--- config.mk ---
export PLATFORM = sky130hd
export DESIGN_NAME = mux_bus_splitter
export DESIGN_NICKNAME = d
export VERILOG_FILES = /design/src/rtl/msplit_pkg.sv /design/src/rtl/msplit_addr_capture.sv /design/src/rtl/msplit_lane_decode.sv /design/src/rtl/msplit_data_steer.sv /design/src/rtl/mux_bus_splitter.sv
export SDC_FILE = /design/constraint.sdc
export NUM_CORES = 1
export LEC_CHECK = 0
export ABC_AREA = 1
export BUFFER_PORTS_ARGS = -buffer_cell sky130_fd_sc_hd__clkbuf_2
export CAP_MARGIN = 15
export CORE_MARGIN = 5
export CORE_UTILIZATION = 40
export DETAILED_ROUTE_END_ITERATION = 10
export GPL_TIMING_DRIVEN = 0
export HOLD_SLACK_MARGIN = 0.15
export PLACE_DENSITY = 0.95
export SYNTH_ARGS = -nofsm -noshare
export SYNTH_HDL_FRONTEND = slang
export SYNTH_SLANG_ARGS = --single-unit
--- constraint.sdc ---
create_clock -name clk -period 1.8 [get_ports clk]
set_input_delay 0 -clock clk [delete_from_list [all_inputs] [get_ports clk]]
set_output_delay 0 -clock clk [all_outputs]
set_load 0.01 [all_outputs]
--- src/rtl/msplit_pkg.sv ---
package msplit_pkg;
  localparam int LANE_W = 8;
  localparam int LANES  = 2;
  localparam int DATA_W = LANE_W * LANES;

  // {captured bus-high-enable (active low), address bit 0}
  typedef enum logic [1:0] {
    LC_WORD = 2'b00,
    LC_ODD  = 2'b01,
    LC_EVEN = 2'b10,
    LC_NONE = 2'b11
  } lane_code_e;

  function automatic logic [LANES-1:0] code_to_mask(lane_code_e c);
    case (c)
      LC_WORD: code_to_mask = 2'b11;
      LC_ODD:  code_to_mask = 2'b10;
      LC_EVEN: code_to_mask = 2'b01;
      default: code_to_mask = 2'b00;
    endcase
  endfunction
endpackage

--- src/rtl/msplit_addr_capture.sv ---
module msplit_addr_capture
  import msplit_pkg::*;
#(
  parameter int ADDR_W = 20
) (
  input  logic              clk,
  input  logic              rst_n,
  input  logic              ale_i,
  input  logic [ADDR_W-1:0] ad_i,
  input  logic              bhe_n_i,
  output logic [ADDR_W-1:0] addr_o,
  output lane_code_e        code_o
);
  logic [ADDR_W-1:0] addr_q;
  logic              bhe_n_q;

  // Enabled register stands in for a level-sensitive latch
  always_ff @(posedge clk or negedge rst_n) begin
    if (!rst_n) begin
      addr_q  <= '0;
      bhe_n_q <= 1'b1;
    end else if (ale_i) begin
      addr_q  <= ad_i;
      bhe_n_q <= bhe_n_i;
    end
  end

  assign addr_o = addr_q;
  assign code_o = lane_code_e'({bhe_n_q, addr_q[0]});
endmodule

--- src/rtl/msplit_lane_decode.sv ---
module msplit_lane_decode
  import msplit_pkg::*;
(
  input  lane_code_e       code_i,
  input  logic             rd_n_i,
  input  logic             wr_n_i,
  output logic [LANES-1:0] rd_be_o,
  output logic [LANES-1:0] wr_be_o
);
  logic [LANES-1:0] mask;
  logic             rd_only, wr_only;

  assign mask    = code_to_mask(code_i);
  assign rd_only = !rd_n_i && wr_n_i;
  assign wr_only = !wr_n_i && rd_n_i;

  always_comb begin
    rd_be_o = rd_only ? mask : '0;
    wr_be_o = wr_only ? mask : '0;
  end
endmodule

--- src/rtl/msplit_data_steer.sv ---
module msplit_data_steer
  import msplit_pkg::*;
(
  input  logic [LANES-1:0]  rd_be_i,
  input  logic [LANES-1:0]  wr_be_i,
  input  logic [DATA_W-1:0] ad_data_i,
  input  logic [DATA_W-1:0] mem_rdata_i,
  output logic [DATA_W-1:0] wdata_o,
  output logic [DATA_W-1:0] rdata_o
);
  for (genvar g = 0; g < LANES; g++) begin : g_wlane
    assign wdata_o[g*LANE_W +: LANE_W] =
      wr_be_i[g] ? ad_data_i[g*LANE_W +: LANE_W] : '0;
  end

  logic [LANE_W-1:0] hi_byte, lo_byte;
  assign hi_byte = mem_rdata_i[DATA_W-1 -: LANE_W];
  assign lo_byte = mem_rdata_i[LANE_W-1:0];

  always_comb begin
    case (rd_be_i)
      2'b11:   rdata_o = mem_rdata_i;
      2'b10:   rdata_o = {hi_byte, hi_byte};
      2'b01:   rdata_o = {{LANE_W{1'b0}}, lo_byte};
      default: rdata_o = '0;
    endcase
  end
endmodule

--- src/rtl/mux_bus_splitter.sv ---
module mux_bus_splitter
  import msplit_pkg::*;
#(
  parameter int ADDR_W = 20
) (
  input  logic              clk,
  input  logic              rst_n,
  input  logic [ADDR_W-1:0] ad_bus_i,
  input  logic              ale_i,
  input  logic              bhe_n_i,
  input  logic              rd_n_i,
  input  logic              wr_n_i,
  input  logic [15:0]       mem_rdata_i,
  output logic [ADDR_W-1:0] addr_o,
  output logic [1:0]        rd_be_o,
  output logic [1:0]        wr_be_o,
  output logic [15:0]       wdata_o,
  output logic [15:0]       cpu_rdata_o
);
  lane_code_e code;

  msplit_addr_capture #(.ADDR_W(ADDR_W)) u_cap (
    .clk     (clk),
    .rst_n   (rst_n),
    .ale_i   (ale_i),
    .ad_i    (ad_bus_i),
    .bhe_n_i (bhe_n_i),
    .addr_o  (addr_o),
    .code_o  (code)
  );

  msplit_lane_decode u_dec (
    .code_i  (code),
    .rd_n_i  (rd_n_i),
    .wr_n_i  (wr_n_i),
    .rd_be_o (rd_be_o),
    .wr_be_o (wr_be_o)
  );

  msplit_data_steer u_steer (
    .rd_be_i     (rd_be_o),
    .wr_be_i     (wr_be_o),
    .ad_data_i   (ad_bus_i[DATA_W-1:0]),
    .mem_rdata_i (mem_rdata_i),
    .wdata_o     (wdata_o),
    .rdata_o     (cpu_rdata_o)
  );
endmodule

==> impl_metrics.ini <==
[outcome]
status = finished, final reports clean

[grt]
grt_max_degree = 22
grt_pass1_wl_um = 6480
antenna_found_initial = 0
grt_pass1_vias = 1478
grt_usage_pct = 19.9
overflow = 0

[cts]
tritoncts = built
cts_setup_buffers = 0
cts-htree-levels = 1
clockBufferDepth = 2
clk_latency_ns = 0.30
cts_buffers = 3
cts.clk_slew.worst_paths_ns = 0.11
clock_sinks = 21
hold_buffers = 25
post_cts_resized = 0
clock-root-buffer = clkbuf_4

[critical_path]
critPathLaunchType = flop
criticalPathCategory = reg2reg
critPathCaptureType = flop
arrival_ns = 1.79
worstPathRequired_ns = 2.05
worstPathMaxFanout = 10

[power]
p_sw_uw = 353
p_clk_share_pct = 20.2
peakVddDrop_uv = 521
pwr-share-seq_pct = 48.4
internal-power_uw = 762
p_sw_share_pct = 31.7
p_comb_share_pct = 31.4
p_per_area_nw_per_um2 = 578
power_mw = 1.11
p_leak_nw = 1.19

[sta]
worst_clock_skew_ns = 0
worst_slack_ns = 0.258
setup_violations = 0
slew_violations = 0
tns_ns = 0
fin_crit_ns = 1.54
rsz0062_at_grt = false
fin_crit_sh_pct = 85.7
fmax_ghz = 0.648
max_slew_margin_pct = 66.4
worst_slew_pin_slew_ns = 0.504
hold_viol = 0

[placed_design]
portBuffers = 96
place_inst = 284
dp.final_hpwl_um = 2920
preCtsSetupSlack_ns = 0.602
place_congestion = 0.797

[floorplanning]
io_pins = 98
fp-row-count = 19
start_util_pct = 41.5
die_h_um = 63.2
die_area_um2 = 4000
die_w_um = 63.2
core_area_um2 = 2730

[finish]
final_common_cell = clkbuf_2
register_area_um2 = 527
multi_input_area_um2 = 438
syn_to_final_growth_pct = 70.2
n_antenna_cell = 0
final_cell_mix = clkbuf_2 (96), nor2_1 (39), inv_1 (34), dlygate4sd3_1 (25), nand2_1 (22)
n_fill_cell = 224
fin_nets = 325
drive_gt1_share_pct = 39.7
fin_cells = 313

[drt]
num_vias = 1445
wl_um = 3980
drt_iter0_drc = 52
firstDrtPassIters = 4
drc = 0
wl_per_cell_um = 12.7
vias_per_cell = 4.62
ant_nets = 0

[logic_synthesis]
yosysWarningCount = 0
synth-seq-cells = 21
syn-num-nets = 199
syn_area_per_cell_um2 = 7.22
syn-instance-count = 157
yosysSeqAreaShare_pct = 46.5
synth_area_um2 = 1130
yosysUniqueCellTypes = 14

[job]
cap_violations = 0

[hold_path]
hold_path_class = in2reg
[per-stage QoR]
| stage | instance area [um^2] | util (%) | hold slack, ns |
|---|---|---|---|
| 2_1_floorplan | 1130 | - | -0.296 |
| 3_3_place_gp | 1650 | 60.5 | -0.0141 |
| 3_5_place_dp | 1650 | 60.5 | -0.00230 |
| 4_1_cts | 1930 | 70.6 | 0.172 |
| 5_1_grt | 1930 | 70.6 | 0.198 |
| 6_report | 1930 | 70.6 | 0.176 |
[power groups by stage]
stage	clock (mW)	sequential, mW	combinational, mW
after floorplan	0	0.565	0.127
after global placement	0	0.545	0.295
after detailed placement	0	0.547	0.305
after CTS	0.231	0.539	0.350
after global routing	0.242	0.544	0.389
final	0.225	0.539	0.350
[Yosys cell counts]
cell | instances | share of area, %
a21oi_1 | 15 | 6.6
nand2_2 | 1 | 0.55
buf_2 | 6 | 2.6
buf_6 | 1 | 0.99
dfstp_2 | 1 | 2.3
nor2_4 | 1 | 0.99
nand4_1 | 8 | 4.4
inv_1 | 34 | 11
nand2_1 | 22 | 7.3
nor3_4 | 1 | 1.4
nand3_2 | 2 | 1.8
o21ai_0 | 6 | 2.6
nor2_1 | 39 | 13
dfrtp_1 | 20 | 44
[state kept, by name (all words and copies together), names as in the netlist]
| name | flops |
|---|---|
| u_cap.bhe_n_q | 1 |
| u_cap.addr_o | 20 |
[layer usage]
metal  wire (um)  vias to the layer above  global-route usage (%)
li1            -                      722                       -
met1        1390                      665                    20.4
met2        2260                       51                    38.5
met3         277                        7                    4.97
met4          51                        0                    6.49
met5           0                        -                       0
[final cells by class]
cell class / count / share of cell area, %
timing repair buffer: 121 / 37.9
sequential: 21 / 27.3
multi-input combinational: 95 / 22.7
inverter: 34 / 6.61
buffer: 7 / 2.14
tap: 31 / 2.01
clock buffer: 4 / 1.36
[worst paths after layout]
path / endpoint / slack (ns) / start / depth (start not counted)
max: u_cap.bhe_n_q$_DFFE_PN1P_ / 0.26 / u_cap.bhe_n_q$_DFFE_PN1P_ / 4
min: u_cap.addr_o[17]$_DFFE_PN0P_ / 0.18 / ale_i / 3
max reg2reg: u_cap.bhe_n_q$_DFFE_PN1P_ / 0.26 / u_cap.bhe_n_q$_DFFE_PN1P_ / 4
min reg2reg: u_cap.addr_o[18]$_DFFE_PN0P_ / 0.53 / u_cap.addr_o[18]$_DFFE_PN0P_ / 2
max in group asynchronous: u_cap.bhe_n_q$_DFFE_PN1P_ / 1.25 / rst_n / 2
min in group asynchronous: u_cap.addr_o[9]$_DFFE_PN0P_ / 0.19 / rst_n / 2
[cells by family (layout without fill, tap and decap cells)]
family / count (synthesis) / in the layout / synth area share, %
AO/OA/AOI/OAI: 21 / 21 / 9.27
flip-flops: 21 / 21 / 46.5
AND/OR/NAND/NOR: 74 / 74 / 29.4
buffers and inverters: 41 / 166 / 14.9
[critical path, cell delays in order (launching register included)]
cell and delay, ns:
dfstp_2 0.54, inv_1 0.06, buf_2 0.18, o21ai_0 0.15, dlygate4sd3_1 0.57
(Power assumes the default switching activity.)
